File: src/rtl/trsf_pkg.sv
package trsf_pkg;

    localparam int WORD_W_DEF  = 10;
    localparam int EAV_BIT_DEF = 6;
    localparam int REF_WORDS   = 4;

    typedef enum logic [1:0] {
        REF_NONE    = 2'd0,
        REF_INPHASE = 2'd1,
        REF_SHIFT   = 2'd2,
        REF_IGNORE  = 2'd3
    } ref_kind_t;

    typedef struct packed {
        logic trs_n;
        logic eav_n;
    } ref_flags_t;

endpackage

File: src/rtl/trsf_window.sv
module trsf_window
    import trsf_pkg::*;
#(
    parameter int WORD_W  = WORD_W_DEF,
    parameter int EAV_BIT = EAV_BIT_DEF
) (
    input  logic              clk,
    input  logic              rst,
    input  logic              ser_bit,
    output logic              hit,
    output logic              hit_eav,
    output logic [WORD_W-1:0] old_word
);
    localparam int WIN_W = REF_WORDS * WORD_W;
    localparam int PRE_W = (REF_WORDS - 1) * WORD_W;

    logic [WIN_W-1:0] win;
    logic [PRE_W-1:0] prefix;

    // newest bit enters at the top; word bit k of the oldest word sits at win[k]
    always_ff @(posedge clk) begin
        if (rst) win <= '0;
        else     win <= {ser_bit, win[WIN_W-1:1]};
    end

    genvar g;
    generate
        for (g = 0; g < PRE_W; g++) begin : g_prefix
            if (g < WORD_W) begin : g_one
                assign prefix[g] = 1'b1;
            end else begin : g_zero
                assign prefix[g] = 1'b0;
            end
        end
    endgenerate

    assign hit      = (win[PRE_W-1:0] == prefix);
    assign hit_eav  = win[PRE_W + EAV_BIT];
    assign old_word = win[WORD_W-1:0];

endmodule

File: src/rtl/trsf_phase.sv
module trsf_phase
    import trsf_pkg::*;
#(
    parameter int WORD_W = WORD_W_DEF
) (
    input  logic      clk,
    input  logic      rst,
    input  logic      hit,
    input  logic      frame_en,
    output ref_kind_t kind,
    output logic      boundary,
    output logic      nsp,
    output logic      word_clk
);
    localparam int CW   = $clog2(WORD_W);
    localparam int HALF = WORD_W / 2;

    logic [CW-1:0] cnt;
    logic [CW-1:0] nxt;
    logic          at_zero;

    assign at_zero = (cnt == '0);

    always_comb begin
        if (!hit)         kind = REF_NONE;
        else if (at_zero) kind = REF_INPHASE;
        else if (frame_en) kind = REF_SHIFT;
        else              kind = REF_IGNORE;
    end

    assign boundary = at_zero || (kind == REF_SHIFT);

    always_comb begin
        if (boundary)                    nxt = CW'(1);
        else if (cnt == CW'(WORD_W - 1)) nxt = '0;
        else                             nxt = cnt + CW'(1);
    end

    always_ff @(posedge clk) begin
        if (rst) begin
            cnt      <= '0;
            word_clk <= 1'b0;
            nsp      <= 1'b0;
        end else begin
            cnt      <= nxt;
            word_clk <= (nxt == '0) || (nxt > CW'(HALF));
            case (kind)
                REF_INPHASE, REF_SHIFT: nsp <= 1'b0;
                REF_IGNORE:             nsp <= 1'b1;
                default:                nsp <= nsp;
            endcase
        end
    end

endmodule

File: src/rtl/trsf_flags.sv
module trsf_flags
    import trsf_pkg::*;
#(
    parameter int WORD_W = WORD_W_DEF
) (
    input  logic              clk,
    input  logic              rst,
    input  logic              boundary,
    input  ref_kind_t         kind,
    input  logic              hit_eav,
    input  logic              component_mode,
    input  logic [WORD_W-1:0] old_word,
    output logic [WORD_W-1:0] word_out,
    output ref_flags_t        flags
);
    localparam int LW = $clog2(REF_WORDS);

    logic [LW-1:0] left;
    logic          eav_pend;
    logic          load;

    assign load = (kind == REF_INPHASE) || (kind == REF_SHIFT);

    always_ff @(posedge clk) begin
        if (rst) begin
            word_out <= '0;
            flags    <= '{trs_n: 1'b1, eav_n: 1'b1};
            left     <= '0;
            eav_pend <= 1'b0;
        end else if (boundary) begin
            word_out <= old_word;
            if (load) begin
                flags    <= '{trs_n: 1'b0, eav_n: 1'b1};
                left     <= LW'(REF_WORDS - 1);
                eav_pend <= hit_eav && component_mode;
            end else if (left != '0) begin
                left        <= left - LW'(1);
                flags.trs_n <= 1'b0;
                flags.eav_n <= !((left == LW'(1)) && eav_pend && component_mode);
            end else begin
                flags <= '{trs_n: 1'b1, eav_n: 1'b1};
            end
        end
    end

endmodule

File: src/rtl/trsf_framer.sv
module trsf_framer
    import trsf_pkg::*;
#(
    parameter int WORD_W  = WORD_W_DEF,
    parameter int EAV_BIT = EAV_BIT_DEF
) (
    input  logic              clk,
    input  logic              rst,
    input  logic              ser_bit,
    input  logic              frame_en,
    input  logic              component_mode,
    output logic              word_clk,
    output logic [WORD_W-1:0] word_out,
    output logic              trs_n,
    output logic              eav_n,
    output logic              nsp
);
    logic              ref_hit;
    logic              ref_eav;
    logic [WORD_W-1:0] old_word;
    logic              boundary;
    ref_kind_t         ref_kind;
    ref_flags_t        flags;

    trsf_window #(.WORD_W(WORD_W), .EAV_BIT(EAV_BIT)) u_window (
        .clk      (clk),
        .rst      (rst),
        .ser_bit  (ser_bit),
        .hit      (ref_hit),
        .hit_eav  (ref_eav),
        .old_word (old_word)
    );

    trsf_phase #(.WORD_W(WORD_W)) u_phase (
        .clk      (clk),
        .rst      (rst),
        .hit      (ref_hit),
        .frame_en (frame_en),
        .kind     (ref_kind),
        .boundary (boundary),
        .nsp      (nsp),
        .word_clk (word_clk)
    );

    trsf_flags #(.WORD_W(WORD_W)) u_flags (
        .clk            (clk),
        .rst            (rst),
        .boundary       (boundary),
        .kind           (ref_kind),
        .hit_eav        (ref_eav),
        .component_mode (component_mode),
        .old_word       (old_word),
        .word_out       (word_out),
        .flags          (flags)
    );

    assign trs_n = flags.trs_n;
    assign eav_n = flags.eav_n;

endmodule

File: config.mk
export PLATFORM = sky130hd
export DESIGN_NAME = trsf_framer
export DESIGN_NICKNAME = d
export VERILOG_FILES = /design/src/rtl/trsf_pkg.sv /design/src/rtl/trsf_window.sv /design/src/rtl/trsf_phase.sv /design/src/rtl/trsf_flags.sv /design/src/rtl/trsf_framer.sv
export SDC_FILE = /design/constraint.sdc
export NUM_CORES = 1
export LEC_CHECK = 0
export ABC_AREA = 0
export BUFFER_PORTS_ARGS = -buffer_cell sky130_fd_sc_hd__buf_2
export CAP_MARGIN = 15
export CORE_MARGIN = 2
export CORE_UTILIZATION = 61
export DETAILED_ROUTE_END_ITERATION = 16
export GPL_TIMING_DRIVEN = 0
export PLACE_DENSITY = 0.93
export SYNTH_ARGS = -nofsm -noshare
export SYNTH_HDL_FRONTEND = slang
export SYNTH_SLANG_ARGS = --single-unit
File: constraint.sdc
create_clock -name clk -period 5.5 [get_ports clk]
set_input_delay 1.65 -clock clk [delete_from_list [all_inputs] [get_ports clk]]
set_output_delay 1.65 -clock clk [all_outputs]
set_load 0.01 [all_outputs]
==> metrics.cfg, run 1 <==
[logic_synthesis]
ys_warn_count = 0
syn-instance-count = 206
synth_area_sq_um = 2100
ys_top_cells_by_area = dfxtp_1 (58%), nor2b_1 (12%), o21ai_1 (3.1%), ha_1 (3.0%), a21oi_1 (2.9%)
yosysTopAreaCell = dfxtp_1
ys_async_sr_fraction_pct = 0
synth_flop_cell = dfxtp_1
synth_cell_types = 34
synth_common_cells = dfxtp_1 (61), nor2b_1 (42), o21ai_1 (13)
syn_avg_cell_area_sq_um = 10.2
synth_edf_count = 0
yosysTopAreaCellShare_pct = 58.1
yosysSeqAreaShare_pct = 58.1
synth-seq-cells = 61
yosysMostFrequentCell = dfxtp_1
syn_nets = 216

[outcome]
outcome = complete, no violations

[critical_path]
rr_worst_depth = 9
r2r-end = u_flags.word_out[9]$_SDFFE_PP0P_
end_kind = flop
critPathMaxFanout = 10
cp_top_family = buffers and inverters
crit_type = in2reg
cp_cell_sequence = buf_2, a211o_1, ha_1, clkbuf_1, inv_2, clkbuf_1, nand3_1, a21oi_1
ff2ff_setup_slack_ns = 2.66
path_common_cell = clkbuf_1
worst-path-buf-inv = 4
cp.arrival_ns = 3.27
cpPeakStageDelay_ns = 0.39
cp.required_ns = 5.82
cp_slowest_cell = clkbuf_1
timing.rr.start = u_window.win[11]$_SDFF_PP0_
start_kind = input pin

[global_route]
grt_usage_pct = 21.3
grt_max_degree = 11
grt-ovfl-total = 0
grt_pass1_wl_mm = 6.36
grt_pass1_vias = 1408
antenna_found_initial = 0

[timing]
timing.final.crit_share_pct = 53.7
slew_headroom_pct = 69.4
skew_ns = 0.00962
slew_viol_final = 0
setup_tns_ns = 0
fmax_mhz = 339
setup_viol = 0
layout_min_cycle_time_ns = 2.95
timing.final.hold_violations = 0
worstMarginPinSlew_ns = 0.459
rsz0062_at_grt = no
worst_slack_ns = 2.55

[clock_network]
postCtsSetupRepairBufs = 0
htreeDepth = 3
cts_buffers = 9
cts_root_buf = clkbuf_4
clock_path_buffers = 2
cts_tree = done
hold_buffers = 0
clock-sinks = 61
clk_pin_slew_ns = 0.09
clock_latency_ns = 0.39
cts_resized = 0

[power]
power.switching_uw = 175
p_comb_share_pct = 5.9
seqPwrFrac_pct = 58.8
peakVddDrop_mv = 0.217
power.leakage_uw = 0.000935
power_density_nw_per_um2 = 325
p_clk_share_pct = 35.2
intPower_uw = 594
swShare_pct = 22.7

[placed_design]
globalplace.congestion = 0.815
io_buffers = 18
dp_slack_ns = 2.20
dpl.hpwl_mm = 2.46

[finish]
seqCellArea_sq_um = 1220
num_antenna_cells = 0
fillers = 265
multi_input_area_sq_um = 806
fin_nets = 245
syn2layout_area_growth_pct = 12.3
drive_above_1_share_pct = 15.2

[detailed_routing]
drt-initial-drc-count = 72
drc_errors = 0
first_pass_iters = 4
wl_mm = 3.59
vias = 1462
drtAntennaViolNets = 0
drt-vias-per-instance = 5.17
post_drt_wl_per_cell_um = 12.7

[floorplan]
io_pins = 19
start_util_pct = 63.0
die_area_sq_um = 3930
die_h_um = 62.7
rows = 21
core-area_sq_um = 3340
die_w_um = 62.7

[min_path]
worstHoldPathCells = 1
hp-start = u_window.win[38]$_SDFF_PP0_
holdPathEnd = u_window.win[37]$_SDFF_PP0_
holdCritPathClass = reg2reg

[job]
cap_violations = 0

-- metrics by stage --
| step | hold slack (ns) | utilization (%) | total power, uW | cells | instance area (sq um) |
|---|---|---|---|---|---|
| 4_1_cts | 0.444 | 70.8 | 776 | 283 | 2360 |
| 6_report | 0.442 | 70.8 | 769 | 283 | 2360 |
| 3_5_place_dp | 0.425 | 67.5 | 507 | 270 | 2250 |
| 3_3_place_gp | 0.418 | 67.5 | 505 | 270 | 2250 |
| 5_1_grt | 0.457 | 70.8 | 804 | 283 | 2360 |
| 2_1_floorplan | 0.414 | - | 495 | 206 | 2100 |
-- flip-flops by register name, indices dropped and copies added, names as in the netlist --
signal	flops
u_flags.word_out	10
u_phase.nsp	1
u_flags.left	2
u_phase.cnt	4
u_flags.flags	2
u_phase.word_clk	1
u_window.win	40
u_flags.eav_pend	1
-- worst max path at each step --
stage,start,endpoint,cells past startpoint
2_1_floorplan,frame_en,u_flags.word_out[2]$_SDFFE_PP0P_,7
3_3_place_gp,frame_en,u_flags.word_out[8]$_SDFFE_PP0P_,8
3_5_place_dp,frame_en,u_flags.word_out[6]$_SDFFE_PP0P_,8
4_1_cts,frame_en,u_flags.word_out[9]$_SDFFE_PP0P_,8
5_1_grt,frame_en,u_flags.word_out[9]$_SDFFE_PP0P_,8
6_report,frame_en,u_flags.word_out[9]$_SDFFE_PP0P_,8
-- per-layer routing --
metal	up-vias	wire length, um	GRT usage [%]
li1	759	-	-
met1	672	1710	26.0
met2	26	1640	32.7
met3	5	191	9.91
met4	0	51	8.33
met5	-	0	0
-- cells in the final DEF (no fill, tap or decap), types with 2 or more instances in the layout --
cell type / netlist / routed
o21ai_1: 13 / 13
nand4_1: 2 / 2
nor2_1: 2 / 2
nand3_1: 11 / 11
inv_1: 7 / 7
buf_2: 1 / 19
clkinv_2: 0 / 2
a21oi_1: 12 / 12
o21ai_0: 2 / 2
nor4_1: 3 / 3
nor3_1: 3 / 3
clkbuf_4: 0 / 9
mux2i_1: 2 / 2
dfxtp_1: 61 / 61
or4_1: 2 / 2
nor2b_1: 42 / 42
a221oi_1: 2 / 2
a211oi_1: 5 / 5
ha_1: 5 / 5
or3_1: 2 / 2
clkbuf_1: 10 / 11
nand2_1: 5 / 5
-- worst register-to-register path, stage by stage, from the launching register on --
cell and delay (ns):
dfxtp_1 0.31, or4_1 0.51, or4_4 0.45, a211o_1 0.27
ha_1 0.20, clkbuf_1 0.20, inv_2 0.17, clkbuf_1 0.39
nand3_1 0.13, a21oi_1 0.15
-- area by class of cell --
type	instances	area share, %
timing repair buffer	18	3.81
multi-input combinational	125	34.1
tap	46	2.44
inverter	8	1.27
clock inverter	3	1.69
buffer	12	1.96
sequential	61	51.7
clock buffer	10	3.02
-- power groups by stage --
stage / clock [uW] / sequential (uW) / combinational, uW
after floorplan: 0 / 462 / 32.7
after global placement: 0 / 462 / 42.9
after detailed placement: 0 / 462 / 44.7
after CTS: 279 / 452 / 45.1
after global routing: 299 / 453 / 51.2
final: 271 / 452 / 45.6
-- cell families after synthesis --
| kind of cell | after synthesis | share of synthesized area [%] |
|---|---|---|
| compound gates | 38 | 10.6 |
| xor+xnor | 1 | 0.416 |
| fa+ha+maj | 5 | 2.97 |
| buf+inv | 20 | 3.63 |
| flops | 61 | 58.1 |
| mux | 2 | 0.952 |
| simple gates | 79 | 23.4 |
Note: power is estimated with default switching activity, not from simulation.
==> run 2: changes to the inputs <==
- ABC_AREA: 0 -> 1
- CORE_UTILIZATION: 61 -> 51
- PLACE_DENSITY: 0.93 -> 0.85
- clock period: 5.5 -> 2.4 ns (I/O delays scaled with it)
==> metrics.cfg, run 2 <==
[global_route]
grt_pass1_wl_mm = 6.50  ; was 6.36 mm
grt_max_degree = 11  ; unchanged
antenna_found_initial = 0  ; unchanged
grt_usage_pct = 17.6  ; was 21.3%
grt-ovfl-total = 0  ; unchanged
grt_pass1_vias = 1523  ; was 1408

[floorplan]
die_w_um = 69.1  ; was 62.7 um
io_pins = 19  ; unchanged
rows = 23  ; was 21
start_util_pct = 53.7  ; was 63.0%
die_h_um = 69.1  ; was 62.7 um
die_area_sq_um = 4780  ; was 3930 sq um
core-area_sq_um = 4030  ; was 3340 sq um

[timing]
timing.final.hold_violations = 0  ; unchanged
timing.final.crit_share_pct = 83.2
skew_ns = 0.00664  ; was 0.00962 ns
setup_viol = 0  ; unchanged
setup_tns_ns = 0  ; unchanged
rsz0062_at_grt = no  ; unchanged
layout_min_cycle_time_ns = 2.00
slew_headroom_pct = 73.1  ; was 69.4%
worstMarginPinSlew_ns = 0.404  ; was 0.459 ns
slew_viol_final = 0  ; unchanged
fmax_mhz = 501
worst_slack_ns = 0.404  ; was 2.55 ns

[logic_synthesis]
ys_warn_count = 0  ; unchanged
syn-instance-count = 268  ; was 206
syn_avg_cell_area_sq_um = 8.07  ; was 10.2 sq um
synth_area_sq_um = 2160  ; was 2100 sq um
synth_common_cells = dfxtp_1 (61), inv_1 (61), nor2_1 (60)  ; was dfxtp_1 (61), nor2b_1 (42), o21ai_1 (13)
syn_nets = 278  ; was 216
yosysTopAreaCell = dfxtp_1  ; unchanged
yosysSeqAreaShare_pct = 56.5  ; was 58.1%
synth-seq-cells = 61  ; unchanged
ys_async_sr_fraction_pct = 0  ; unchanged
synth_edf_count = 0  ; unchanged
ys_top_cells_by_area = dfxtp_1 (56%), inv_1 (11%), nor2_1 (10%), nand2_1 (3.6%), nand3_1 (3.0%)  ; was dfxtp_1 (58%), nor2b_1 (12%), o21ai_1 (3.1%), ha_1 (3.0%), a21oi_1 (2.9%)
synth_flop_cell = dfxtp_1  ; unchanged
yosysTopAreaCellShare_pct = 56.5  ; was 58.1%
synth_cell_types = 20  ; was 34

[critical_path]
ff2ff_setup_slack_ns = 0.40  ; was 2.66 ns
cp.required_ns = 2.63  ; was 5.82 ns
cp.arrival_ns = 2.22  ; was 3.27 ns
critPathMaxFanout = 10  ; unchanged
r2r-end = u_flags.word_out[3]$_SDFFE_PP0P_  ; was u_flags.word_out[9]$_SDFFE_PP0P_
crit_type = reg2reg  ; was in2reg
rr_worst_depth = 11  ; was 9
end_kind = flop  ; unchanged
start_kind = flop  ; was input pin
timing.rr.start = u_window.win[6]$_SDFF_PP0_  ; was u_window.win[11]$_SDFF_PP0_

[detailed_routing]
wl_mm = 3.71  ; was 3.59 mm
drc_errors = 0  ; unchanged
drt-initial-drc-count = 74  ; was 72
first_pass_iters = 4  ; unchanged
drt-vias-per-instance = 4.64  ; was 5.17
post_drt_wl_per_cell_um = 10.6  ; was 12.7 um
vias = 1625  ; was 1462
drtAntennaViolNets = 0  ; unchanged

[clock_network]
postCtsSetupRepairBufs = 0  ; unchanged
cts_root_buf = clkbuf_8  ; was clkbuf_4
cts_tree = done  ; unchanged
cts_buffers = 9  ; unchanged
clock-sinks = 61  ; unchanged
clk_pin_slew_ns = 0.07  ; was 0.09 ns
clock_latency_ns = 0.34  ; was 0.39 ns
htreeDepth = 3  ; unchanged
clock_path_buffers = 2  ; unchanged
hold_buffers = 0  ; unchanged
cts_resized = 0  ; unchanged

[finish]
seqCellArea_sq_um = 1220  ; unchanged
syn2layout_area_growth_pct = 16.0  ; was 12.3%
regMostFlops = u_window.win  ; unchanged
drive_above_1_share_pct = 14.3  ; was 15.2%
fin_cells = 350  ; was 283
fin_nets = 306  ; was 245
fillers = 341  ; was 265
largestRegisters = u_window.win (40), u_flags.word_out (10), u_phase.cnt (4)  ; unchanged
largest_reg_flops = 40  ; unchanged
num_antenna_cells = 0  ; unchanged
mostFrequentLayoutCells = inv_1 (61), dfxtp_1 (61), nor2_1 (60)  ; was dfxtp_1 (61), nor2b_1 (42), buf_2 (19)
multi_input_area_sq_um = 661  ; was 806 sq um

[placed_design]
dpl.hpwl_mm = 2.57  ; was 2.46 mm
dp_slack_ns = 0.377  ; was 2.20 ns
io_buffers = 17  ; was 18
dpl.cell_count = 335  ; was 270
globalplace.congestion = 0.791  ; was 0.815

[min_path]
hp-start = u_window.win[32]$_SDFF_PP0_  ; was u_window.win[38]$_SDFF_PP0_
holdCritPathClass = reg2reg  ; unchanged
holdPathEnd = u_window.win[31]$_SDFF_PP0_  ; was u_window.win[37]$_SDFF_PP0_
worstHoldPathCells = 2  ; was 1

[power]
power_density_nw_per_um2 = 871  ; was 325 nW/um^2
peakVddDrop_mv = 0.661  ; was 0.217 mV
power.leakage_uw = 0.00110  ; was 0.000935 uW

[job]
cap_violations = 0  ; unchanged

[outcome]
outcome = complete, no violations  ; unchanged

run 2: where the power goes:
part	internal, uW	switching [uW]	total [uW]
logic	81.8	131	212
clock network	526	373	899
registers	1050	22.5	1070
total	1660	526	2190
run 2: metrics by stage:
stage	hold WS (ns)	total power (uW)	cell area [sq um]	util, %
after CTS	0.402	2200	2510	62.3
final	0.401	2190	2510	62.3
after floorplan	0.388	1240	2160	-
after global placement	0.389	1290	2310	57.3
after detailed placement	0.392	1310	2310	57.3
after global routing	0.413	2290	2510	62.3
run 2: layout make-up:
class | count | share of cell area [%]
Clock buffer | 11 | 6.03
Multi-Input combinational cell | 137 | 26.3
Sequential cell | 61 | 48.7
Buffer | 8 | 1.90
Tap cell | 50 | 2.49
Inverter | 62 | 9.28
Timing Repair Buffer | 17 | 3.39
Clock inverter | 4 | 1.90
run 2: per-layer routing:
layer	vias up	share of wire (%)	global-route usage, %
li1	846	-	-
met2	35	47	26.5
met3	11	5.5	7.16
met4	0	3.1	10.5
met1	733	45	21.0
met5	-	0	0
run 2: worst max path at each step:
stage                                  endpoint                  startpoint  cells past startpoint
2_1_floorplan  u_flags.word_out[1]$_SDFFE_PP0P_                    frame_en                      8
3_3_place_gp   u_flags.word_out[3]$_SDFFE_PP0P_                    frame_en                      9
3_5_place_dp   u_flags.word_out[3]$_SDFFE_PP0P_                    frame_en                      9
4_1_cts        u_flags.word_out[3]$_SDFFE_PP0P_  u_window.win[6]$_SDFF_PP0_                     11
5_1_grt           u_flags.flags[0]$_SDFFE_PP1P_  u_window.win[6]$_SDFF_PP0_                     11
6_report       u_flags.word_out[3]$_SDFFE_PP0P_  u_window.win[6]$_SDFF_PP0_                     11
run 2: worst max-delay path: stages, from the launching register on:
cell and delay [ns]:
dfxtp_1 0.34, nand2_1 0.06, nor2_1 0.12, nand3_1 0.11, nor2_1 0.19, nand3_1 0.17
ha_1 0.25, inv_1 0.16, nand2_4 0.11, buf_6 0.15, o21ai_0 0.17, inv_1 0.05
run 2: cell families after synthesis:
family	synth area share (%)
AND/OR/NAND/NOR	20.9
XOR/XNOR	0.405
buffers and inverters	13.0
adder cells (fa/ha/maj)	2.89
flip-flops	56.5
AO/OA/AOI/OAI	6.37
